--- src/rtl/dbuf_dma_pkg.sv ---
package dbuf_dma_pkg;

    localparam int DATA_W = 16;
    localparam int REG_AW = 6;

    localparam logic [REG_AW-1:0] OFS_SETUP  = 6'h00;
    localparam logic [REG_AW-1:0] OFS_SET    = 6'h04;
    localparam logic [REG_AW-1:0] OFS_CLR    = 6'h08;
    localparam logic [REG_AW-1:0] OFS_STAT   = 6'h0C;
    localparam logic [REG_AW-1:0] OFS_A_ADDR = 6'h10;
    localparam logic [REG_AW-1:0] OFS_A_CNT  = 6'h14;
    localparam logic [REG_AW-1:0] OFS_B_ADDR = 6'h18;
    localparam logic [REG_AW-1:0] OFS_B_CNT  = 6'h1C;
    localparam logic [REG_AW-1:0] OFS_CUR    = 6'h20;

    // control word, bit 7 down to bit 0
    typedef struct packed {
        logic inuse;
        logic strt_b;
        logic done_b;
        logic strt_a;
        logic done_a;
        logic err;
        logic ie;
        logic run;
    } ctrl_t;

    // low byte of the setup register, bit 7 down to bit 0
    typedef struct packed {
        logic [3:0] psel;
        logic       wide16;
        logic       burst8;
        logic       be;
        logic       dir;
    } setup_lo_t;

    localparam logic [7:0] SW_MASK = 8'h7F;

    function automatic logic [DATA_W-1:0] lane_swap(input logic [DATA_W-1:0] d,
                                                    input logic en);
        return en ? {d[7:0], d[15:8]} : d;
    endfunction

endpackage

--- src/rtl/dbuf_dma_csr.sv ---
module dbuf_dma_csr
    import dbuf_dma_pkg::*;
(
    input  logic       clk,
    input  logic       rst,
    input  logic       set_we,
    input  logic       clr_we,
    input  logic [7:0] wmask,
    input  logic [1:0] done_ev,
    input  logic       err_ev,
    input  logic       swap_ev,
    output ctrl_t      ctrl
);
    ctrl_t      nxt;
    logic [7:0] sw_bits;

    always_comb begin
        sw_bits = 8'(ctrl);
        if (set_we) sw_bits = sw_bits | (wmask & SW_MASK);
        if (clr_we) sw_bits = sw_bits & ~(wmask & SW_MASK);
        nxt = ctrl_t'(sw_bits);
        // hardware events take precedence over software in the same cycle
        if (done_ev[0]) begin
            nxt.done_a = 1'b1;
            nxt.strt_a = 1'b0;
        end
        if (done_ev[1]) begin
            nxt.done_b = 1'b1;
            nxt.strt_b = 1'b0;
        end
        if (err_ev) begin
            nxt.err = 1'b1;
            nxt.run = 1'b0;
        end
        if (swap_ev) nxt.inuse = ~ctrl.inuse;
    end

    always_ff @(posedge clk) begin
        if (rst) ctrl <= '0;
        else     ctrl <= nxt;
    end
endmodule

--- src/rtl/dbuf_dma_buf.sv ---
module dbuf_dma_buf #(
    parameter int AW = 32,
    parameter int CW = 13
) (
    input  logic          clk,
    input  logic          rst,
    input  logic          addr_we,
    input  logic          cnt_we,
    input  logic [31:0]   wdata,
    input  logic          step_en,
    input  logic [1:0]    step,
    output logic [AW-1:0] addr,
    output logic [CW-1:0] cnt
);
    logic [CW-1:0] step_c;
    assign step_c = CW'(step);

    always_ff @(posedge clk) begin
        if (rst) begin
            addr <= '0;
            cnt  <= '0;
        end else begin
            if (addr_we)      addr <= wdata[AW-1:0];
            else if (step_en) addr <= addr + AW'(step);
            if (cnt_we)       cnt  <= wdata[CW-1:0];
            else if (step_en) cnt  <= (cnt <= step_c) ? '0 : cnt - step_c;
        end
    end
endmodule

--- src/rtl/dbuf_dma_eng.sv ---
module dbuf_dma_eng #(
    parameter int CW = 13
) (
    input  logic          clk,
    input  logic          rst,
    input  logic          run,
    input  logic          strt_a,
    input  logic          strt_b,
    input  logic          inuse,
    input  logic [CW-1:0] cnt_a,
    input  logic [CW-1:0] cnt_b,
    input  logic          burst8,
    input  logic          wide16,
    input  logic          per_req,
    input  logic          mem_ack,
    input  logic          mem_err,
    output logic          mem_req,
    output logic          beat,
    output logic          err_ev,
    output logic [1:0]    done_ev,
    output logic          swap_ev,
    output logic          burst_end,
    output logic [1:0]    step
);
    localparam int BC_W = 3;

    logic          cur_start, oth_start, active, last, fin;
    logic [CW-1:0] cur_cnt;
    logic [BC_W-1:0] bcnt, blen_m1;

    always_comb begin
        cur_start = inuse ? strt_b : strt_a;
        oth_start = inuse ? strt_a : strt_b;
        cur_cnt   = inuse ? cnt_b  : cnt_a;
        step      = wide16 ? 2'd2 : 2'd1;
        blen_m1   = burst8 ? BC_W'(7) : BC_W'(3);
        active    = run && cur_start;
        mem_req   = active && (cur_cnt != '0) && per_req;
        beat      = mem_req && mem_ack && !mem_err;
        err_ev    = mem_req && mem_ack && mem_err;
        last      = beat && (cur_cnt <= CW'(step));
        fin       = last || (active && (cur_cnt == '0));
        done_ev   = '0;
        done_ev[inuse] = fin;
        swap_ev   = run && oth_start && (fin || !cur_start);
        burst_end = beat && ((bcnt == blen_m1) || last);
    end

    always_ff @(posedge clk) begin
        if (rst)       bcnt <= '0;
        else if (beat) bcnt <= burst_end ? '0 : bcnt + 1'b1;
    end
endmodule

--- src/rtl/dbuf_dma_chan.sv ---
module dbuf_dma_chan
    import dbuf_dma_pkg::*;
#(
    parameter int ADDR_W = 32,
    parameter int CNT_W  = 13
) (
    input  logic                clk,
    input  logic                rst,
    input  logic [REG_AW-1:0]   reg_addr,
    input  logic                reg_we,
    input  logic [31:0]         reg_wdata,
    output logic [31:0]         reg_rdata,
    output logic                irq,
    output logic                load_sel,
    output logic                mem_req,
    input  logic                mem_ack,
    input  logic                mem_err,
    output logic [ADDR_W-1:0]   mem_addr,
    output logic                mem_we,
    output logic                mem_wide,
    output logic [DATA_W-1:0]   mem_wdata,
    input  logic [DATA_W-1:0]   mem_rdata,
    input  logic                per_req,
    output logic                per_xfer,
    output logic                per_burst_end,
    input  logic [DATA_W-1:0]   per_rdata,
    output logic [DATA_W-1:0]   per_wdata,
    output logic [3:0]          per_sel,
    output logic [ADDR_W-9:0]   per_addr
);
    localparam int NBUF = 2;

    ctrl_t              ctrl;
    logic [ADDR_W-1:0]  setup;
    setup_lo_t          cfg;
    logic [ADDR_W-1:0]  buf_addr [NBUF];
    logic [CNT_W-1:0]   buf_cnt  [NBUF];
    logic               beat, err_ev, swap_ev;
    logic [1:0]         done_ev, step;
    logic               sel_a_cur;
    logic [ADDR_W-1:0]  cur_addr;

    assign cfg = setup_lo_t'(setup[7:0]);

    always_ff @(posedge clk) begin
        if (rst)                                  setup <= '0;
        else if (reg_we && reg_addr == OFS_SETUP) setup <= reg_wdata[ADDR_W-1:0];
    end

    dbuf_dma_csr u_csr (
        .clk     (clk),
        .rst     (rst),
        .set_we  (reg_we && reg_addr == OFS_SET),
        .clr_we  (reg_we && reg_addr == OFS_CLR),
        .wmask   (reg_wdata[7:0]),
        .done_ev (done_ev),
        .err_ev  (err_ev),
        .swap_ev (swap_ev),
        .ctrl    (ctrl)
    );

    for (genvar i = 0; i < NBUF; i++) begin : g_buf
        localparam logic [REG_AW-1:0] OA = (i == 0) ? OFS_A_ADDR : OFS_B_ADDR;
        localparam logic [REG_AW-1:0] OC = (i == 0) ? OFS_A_CNT  : OFS_B_CNT;
        dbuf_dma_buf #(.AW(ADDR_W), .CW(CNT_W)) u_buf (
            .clk     (clk),
            .rst     (rst),
            .addr_we (reg_we && reg_addr == OA),
            .cnt_we  (reg_we && reg_addr == OC),
            .wdata   (reg_wdata),
            .step_en (beat && (ctrl.inuse == 1'(i))),
            .step    (step),
            .addr    (buf_addr[i]),
            .cnt     (buf_cnt[i])
        );
    end

    dbuf_dma_eng #(.CW(CNT_W)) u_eng (
        .clk       (clk),
        .rst       (rst),
        .run       (ctrl.run),
        .strt_a    (ctrl.strt_a),
        .strt_b    (ctrl.strt_b),
        .inuse     (ctrl.inuse),
        .cnt_a     (buf_cnt[0]),
        .cnt_b     (buf_cnt[1]),
        .burst8    (cfg.burst8),
        .wide16    (cfg.wide16),
        .per_req   (per_req),
        .mem_ack   (mem_ack),
        .mem_err   (mem_err),
        .mem_req   (mem_req),
        .beat      (beat),
        .err_ev    (err_ev),
        .done_ev   (done_ev),
        .swap_ev   (swap_ev),
        .burst_end (per_burst_end),
        .step      (step)
    );

    always_comb begin
        sel_a_cur = (!ctrl.inuse && ctrl.strt_a) || (ctrl.inuse && !ctrl.strt_b);
        cur_addr  = sel_a_cur ? buf_addr[0] : buf_addr[1];
        load_sel  = !((ctrl.inuse && ctrl.strt_b) || (!ctrl.inuse && !ctrl.strt_a));
        irq       = ctrl.ie && (ctrl.err || ctrl.done_a || ctrl.done_b);
        mem_addr  = ctrl.inuse ? buf_addr[1] : buf_addr[0];
        mem_we    = cfg.dir;
        mem_wide  = cfg.wide16;
        per_xfer  = beat;
        per_sel   = cfg.psel;
        per_addr  = setup[ADDR_W-1:8];
        mem_wdata = lane_swap(per_rdata, cfg.wide16 && cfg.be);
        per_wdata = lane_swap(mem_rdata, cfg.wide16 && cfg.be);
    end

    always_comb begin
        case (reg_addr)
            OFS_SETUP:  reg_rdata = 32'(setup);
            OFS_STAT:   reg_rdata = 32'(ctrl);
            OFS_A_ADDR: reg_rdata = 32'(buf_addr[0]);
            OFS_A_CNT:  reg_rdata = 32'(buf_cnt[0]);
            OFS_B_ADDR: reg_rdata = 32'(buf_addr[1]);
            OFS_B_CNT:  reg_rdata = 32'(buf_cnt[1]);
            OFS_CUR:    reg_rdata = 32'(cur_addr);
            default:    reg_rdata = '0;
        endcase
    end
endmodule

--- config.mk ---
export PLATFORM = sky130hd
export DESIGN_NAME = dbuf_dma_chan
export DESIGN_NICKNAME = d
export VERILOG_FILES = /design/src/rtl/dbuf_dma_pkg.sv /design/src/rtl/dbuf_dma_csr.sv /design/src/rtl/dbuf_dma_buf.sv /design/src/rtl/dbuf_dma_eng.sv /design/src/rtl/dbuf_dma_chan.sv
export SDC_FILE = /design/constraint.sdc
export NUM_CORES = 1
export LEC_CHECK = 0
export ABC_AREA = 1
export CAP_MARGIN = 5
export CORE_MARGIN = 4
export CORE_UTILIZATION = 50
export CTS_CLUSTER_SIZE = 16
export DETAILED_ROUTE_END_ITERATION = 7
export PLACE_DENSITY = 0.84
export SLEW_MARGIN = 0
export SYNTH_ARGS = -nofsm -noshare
export SYNTH_HDL_FRONTEND = slang
export SYNTH_SLANG_ARGS = --single-unit
--- constraint.sdc ---
create_clock -name clk -period 3.95 [get_ports clk]
set_input_delay 1.185 -clock clk [delete_from_list [all_inputs] [get_ports clk]]
set_output_delay 1.185 -clock clk [all_outputs]
set_load 0.03 [all_outputs]
# --- After elaboration in Yosys (flattened, before gate mapping) ---
# Cells that the tools add are included.
op_classes:
  addsub: 5
  order_cmp: 5
  eq_ne: 9
  mux: 29
  bitwise: 5
  reduce_logical: 50
ops:
  columns: ["cell", "n"]
  rows:
  - ["32-bit one-hot mux with 7 select lines", 1]
  - ["32-bit 2-to-1 mux", 6]
  - ["13-bit 2-to-1 mux", 7]
  - ["32-bit by 2-bit adder with 32-bit output", 2]
  - ["13-bit by 2-bit less-or-equal comparator with 1-bit output", 3]
  - ["16-bit 2-to-1 mux", 2]
  - ["1-bit logical AND", 27]
  - ["13-bit by 2-bit subtractor with 13-bit output", 2]
  - ["6-bit by 5-bit == test with 1-bit output, second input constant", 4]
  - ["8-bit 2-to-1 mux", 2]
  - ["13-bit logical NOT", 1]
  - ["13-bit nonzero test", 1]
  - ["6-bit by 4-bit == test with 1-bit output, second input constant", 2]
  - ["8-bit AND", 1]
  - ["7-bit NOT with 8-bit output", 1]
  - ["8-bit by 7-bit OR with 8-bit output", 1]
  - ["2-bit nonzero test", 4]
  - ["1-bit logical OR", 7]
  - ["1-bit 2-to-1 mux", 7]
  - ["6-bit by 3-bit == test with 1-bit output, second input constant", 1]
  - ["6-bit == test, second input constant", 1]
  - ["1-bit logical NOT", 6]
  - ["6-bit logical NOT", 1]
  - ["3-bit 2-to-1 mux", 2]
  - ["other kinds (9)", 11]
totals:
  regBits: 133
  inputBits: 76
  output_inout_bits: 131
  word_cells: 117

# --- Logic depth before layout (Yosys ltp) ---
depth:
  word_depth: 11
  ltp_mapped: 17
  depth_no_buf: 16

# --- Modules after synthesis ---
# Synthesis repeated with hierarchy kept, for this count alone.
hier_totals:
  hier_cells: 1935
  area_unflattened_um2: 11399.7
modules_own_cells:
  columns: ["mod", "instances", "cells_per_inst", "area_each_um2"]
  rows:
  - ["dbuf_dma_buf", 2, 501, 3178.0]
  - ["dbuf_dma_chan", 1, 783, 4140.2]
  - ["dbuf_dma_eng", 1, 98, 546.8]
  - ["dbuf_dma_csr", 1, 52, 356.6]

# --- Least setup slack after synthesis ---
# Ideal clock, no wire load.
synth_timing:
  path_type: "input to output"
  start: "input port reg_addr[1]"
  end: "output port reg_rdata[10]"
  arrival_time_ps: 2607
  required_ps: 2765
  slack_ps: 158
  path_stages: 8
  n_path_buf: 1
  path_cell_list: "nor2_2 inv_1 nor3_1 nand2_1 nand2_1 inv_2 buf_1 o221ai_1"
synth_via:
  elab_chain_cells: 2
  word_cells_on_any_way: 8
  classes_between: "6 x eq/ne; 1 x mux; 1 x reduce/logical"
synth_lines:
  columns: ["element", "line", "source"]
  rows:
  - ["start, declared", "dbuf_dma_chan.sv:9", "input logic [REG_AW-1:0] reg_addr,"]
  - ["6-bit == test (tied with other cells)", "dbuf_dma_chan.sv:117", "case (reg_addr)"]
  - ["32-bit one-hot mux with 7 select lines *", "dbuf_dma_chan.sv:117", null]
  - ["end, declared", "dbuf_dma_chan.sv:12", "output logic [31:0] reg_rdata,"]
# Every way passes the cells marked *; elsewhere a longest branch is shown, timed or not.

# --- Final worst setup path ---
layout_timing:
  start: "input port reg_addr[4]"
  end: "output port reg_rdata[4]"
# The elaborated chain is that of the path after synthesis.

==> key figures <==
Outcome
  – Status: finished clean

Finish
  – FILL cells: 1740
  – Finished Layout Cells: 2119
  – Most frequent cells in the layout: 489 x nand2_1, 177 x inv_1, 165 x clkdlybuf4s50_1
  – Share of post-route cells with drive strength above 1: 11.5%
  – N_diodes: 0
  – Layout area overhead: 33.5%
  – Nets@finish: 1932
  – Commonest non-fill, non-tap cell in the layout: nand2_1

Setup path
  – CP startpoint kind: input pin
  – Critical path capture point type: primary output
  – Crit Path Class: in2out
  – Crit path DAT: 2.70 ns
  – Req. time, crit path: 2.76 ns
  – Crit-path max FO: 4

Floorplan
  – Starting Density: 51.0%
  – Die extent in x: 149 µm
  – Top Ports: 207
  – Row cnt: 51
  – CORE AREA: 19600 µm²
  – Die extent in y: 149 µm
  – Die area: 22300 µm²

Routing
  – Antenna-violating nets left: 0
  – DRT Pass-1 Iters: 7
  – Initial DRC count: 1633
  – Vias: 12400
  – Routed len/inst: 20.4 µm
  – Residual DRC: 0
  – Via/cell ratio: 5.86
  – Routed wire length: 43.1 mm

Power
  – Fraction of power spent switching nets: 27.8%
  – VDD IR max: 0.313 mV
  – Combinational share of power: 9.5%
  – Lkg Pwr: 5.14 nW
  – Psw: 920 µW
  – Power per standard cell area: 248 nW/µm²
  – Cell Int Power: 2.39 mW
  – Clk pwr share: 49.8%
  – Seq pwr share: 40.7%

Flow run
  – Max-cap violations: 0

Timing
  – Sum of negative setup slack: 0 ns
  – Worst Max-Slew Pin Slew: 0.725 ns
  – Slew margin rel.: 51.7%
  – Final period util: 98.4%
  – Crit path time final: 3.89 ns
  – Fmax: 257 MHz
  – Number of setup violations in the final report: 0
  – Final Hold Fails: 0
  – Final slew viol count: 0
  – Clock skew: 0.0123 ns
  – PnR worst setup slack: 0.0631 ns
  – Hold slack final: 0.467 ns

Placed design
  – Number of port buffers: 206
  – GPL Wtd Cong: 1.05
  – Cell count after placement: 2067
  – Place WS: -0.589 ns
  – Dpl hpwl: 32.7 mm

Synthesis
  – Syn Nets: 1745
  – Synth unique cells: 40
  – Syn_area_per_cell: 6.05 µm²
  – Total number of yosys warnings: 0
  – Synth Instances: 1654
  – Seq cells post-synth: 133
  – Post-synth design cell area: 10000 µm²
  – Post-synthesis sequential area ratio: 26.6%

Global routing
  – Total grt overflow: 0
  – Total GRT Usage: 37.4%
  – Pin count of the biggest net entering global routing: 65
  – First-pass GRT wire length: 64.2 mm
  – Vias in the first global route: 11200
  – Antenna violations before repair: 1

CTS
  – CTS H-tree depth: 4
  – CTS tree: built
  – Root buffer cell: clkbuf_16
  – Clock Path Buffers: 2
  – CTS Buf Count: 17
  – Clock sink total: 133
  – Worst-Skew Late Latency: 0.43 ns
  – Clock transition at the registers of the reported paths: 0.07 ns

Hold path
  – Worst Hold Class: reg2reg
## power by group through the flow
stage | Sequential (mW) | Clock, mW | Combinational, mW
after global placement | 1.38 | 0 | 0.290
after global routing | 1.35 | 1.70 | 0.328
after floorplan | 1.38 | 0 | 0.118
after detailed placement | 1.38 | 0 | 0.293
final | 1.35 | 1.65 | 0.315
after CTS | 1.35 | 1.64 | 0.302
## sequential cells by signal, indices dropped and copies added (netlist names), named ones only
register          flops
u_eng.bcnt            3
g_buf.u_buf.cnt      26
g_buf.u_buf.addr     64
setup                32
u_csr.ctrl            4
## synth_stat cells (all sizes together)
cell type | count | area share, %
o2bb2ai | 1 | 0.088
fa | 4 | 0.80
nor2 | 160 | 6.2
o21ai | 154 | 7.7
or2 | 2 | 0.13
o22ai | 32 | 2.0
nand3 | 38 | 2.0
nand4 | 19 | 1.2
a221oi | 12 | 1.1
a21oi | 144 | 7.2
dfxtp | 133 | 27
inv | 188 | 7.1
o21bai | 1 | 0.075
nor3 | 37 | 1.9
clkbuf | 50 | 1.9
a31oi | 1 | 0.063
o2111ai | 1 | 0.088
o211ai | 4 | 0.30
nand2 | 502 | 19
buf | 60 | 4.4
nand3b | 2 | 0.15
o211a | 1 | 0.10
nor3b | 1 | 0.075
xor2 | 64 | 5.6
xnor2 | 4 | 0.35
o221ai | 28 | 2.5
ha | 11 | 1.4
## area by class of cell
cell class / instances / area (µm²) / share of cell area [%]
inverter: 188 / 726 / 5.43
multi-input combinational: 1223 / 6310 / 47.3
timing repair buffer: 278 / 2720 / 20.4
sequential: 133 / 2660 / 19.9
clock buffer: 18 / 439 / 3.29
tap: 265 / 332 / 2.48
clock inverter: 14 / 158 / 1.18
## final timing paths
path,startpoint,end,slack [ns],cells after the start
max reg2reg,setup[3],g_buf[1].u_buf.addr[26],0.53,16
min reg2reg,g_buf[0].u_buf.addr[16],g_buf[0].u_buf.addr[16],0.47,2
max,reg_addr[4],reg_rdata[4],0.06,12
min,g_buf[0].u_buf.addr[16],g_buf[0].u_buf.addr[16],0.47,2
## critical path: stages
cell           delay [ns]
dlygate4sd2_1        0.26
inv_2                0.07
nor2_2               0.04
inv_1                0.10
buf_4                0.13
nor2_4               0.05
buf_6                0.13
o2bb2ai_2            0.13
a221oi_4             0.18
o221ai_1             0.14
buf_4                0.17
buf_12               0.13
## through the flow
stage | power (mW) | cell area, µm² | utilization [%]
after CTS | 3.29 | 13200 | 67.2
final | 3.31 | 13400 | 68.2
after global routing | 3.38 | 13400 | 68.2
after floorplan | 1.49 | 10000 | -
after detailed placement | 1.67 | 12200 | 62.3
after global placement | 1.67 | 12200 | 62.3
## metal layers
| layer | share of wire [%] | GRT usage (%) | vias up | routed length (µm) |
|---|---|---|---|---|
| met1 | 40 | 53.4 | 5732 | 17400 |
| met2 | 42 | 54.9 | 843 | 18300 |
| met3 | 14 | 10.2 | 108 | 6160 |
| met5 | 0 | 0 | - | 0 |
| li1 | - | - | 5739 | - |
| met4 | 2.9 | 11.7 | 0 | 1270 |
## cells by family (layout without fill, tap and decap cells)
family          count (synthesis)  in the layout  synth area share (%)
flops                         133            133                  26.6
xor+xnor                       68             68                  5.96
fa+ha+maj                      15             15                  2.18
compound gates                379            379                  21.2
buf+inv                       298            498                  13.3
simple gates                  761            761                  30.7
## timing repair
action / 4_1_cts / 5_1_grt
hold buffers: 0 / 0
pin swaps: 8 / 8
setup endpoints to repair: 32 / 69
gates cloned: 1 / 0
setup buffers: 15 / 4
resized for setup: 51 / 46
(Power assumes the default switching activity.)
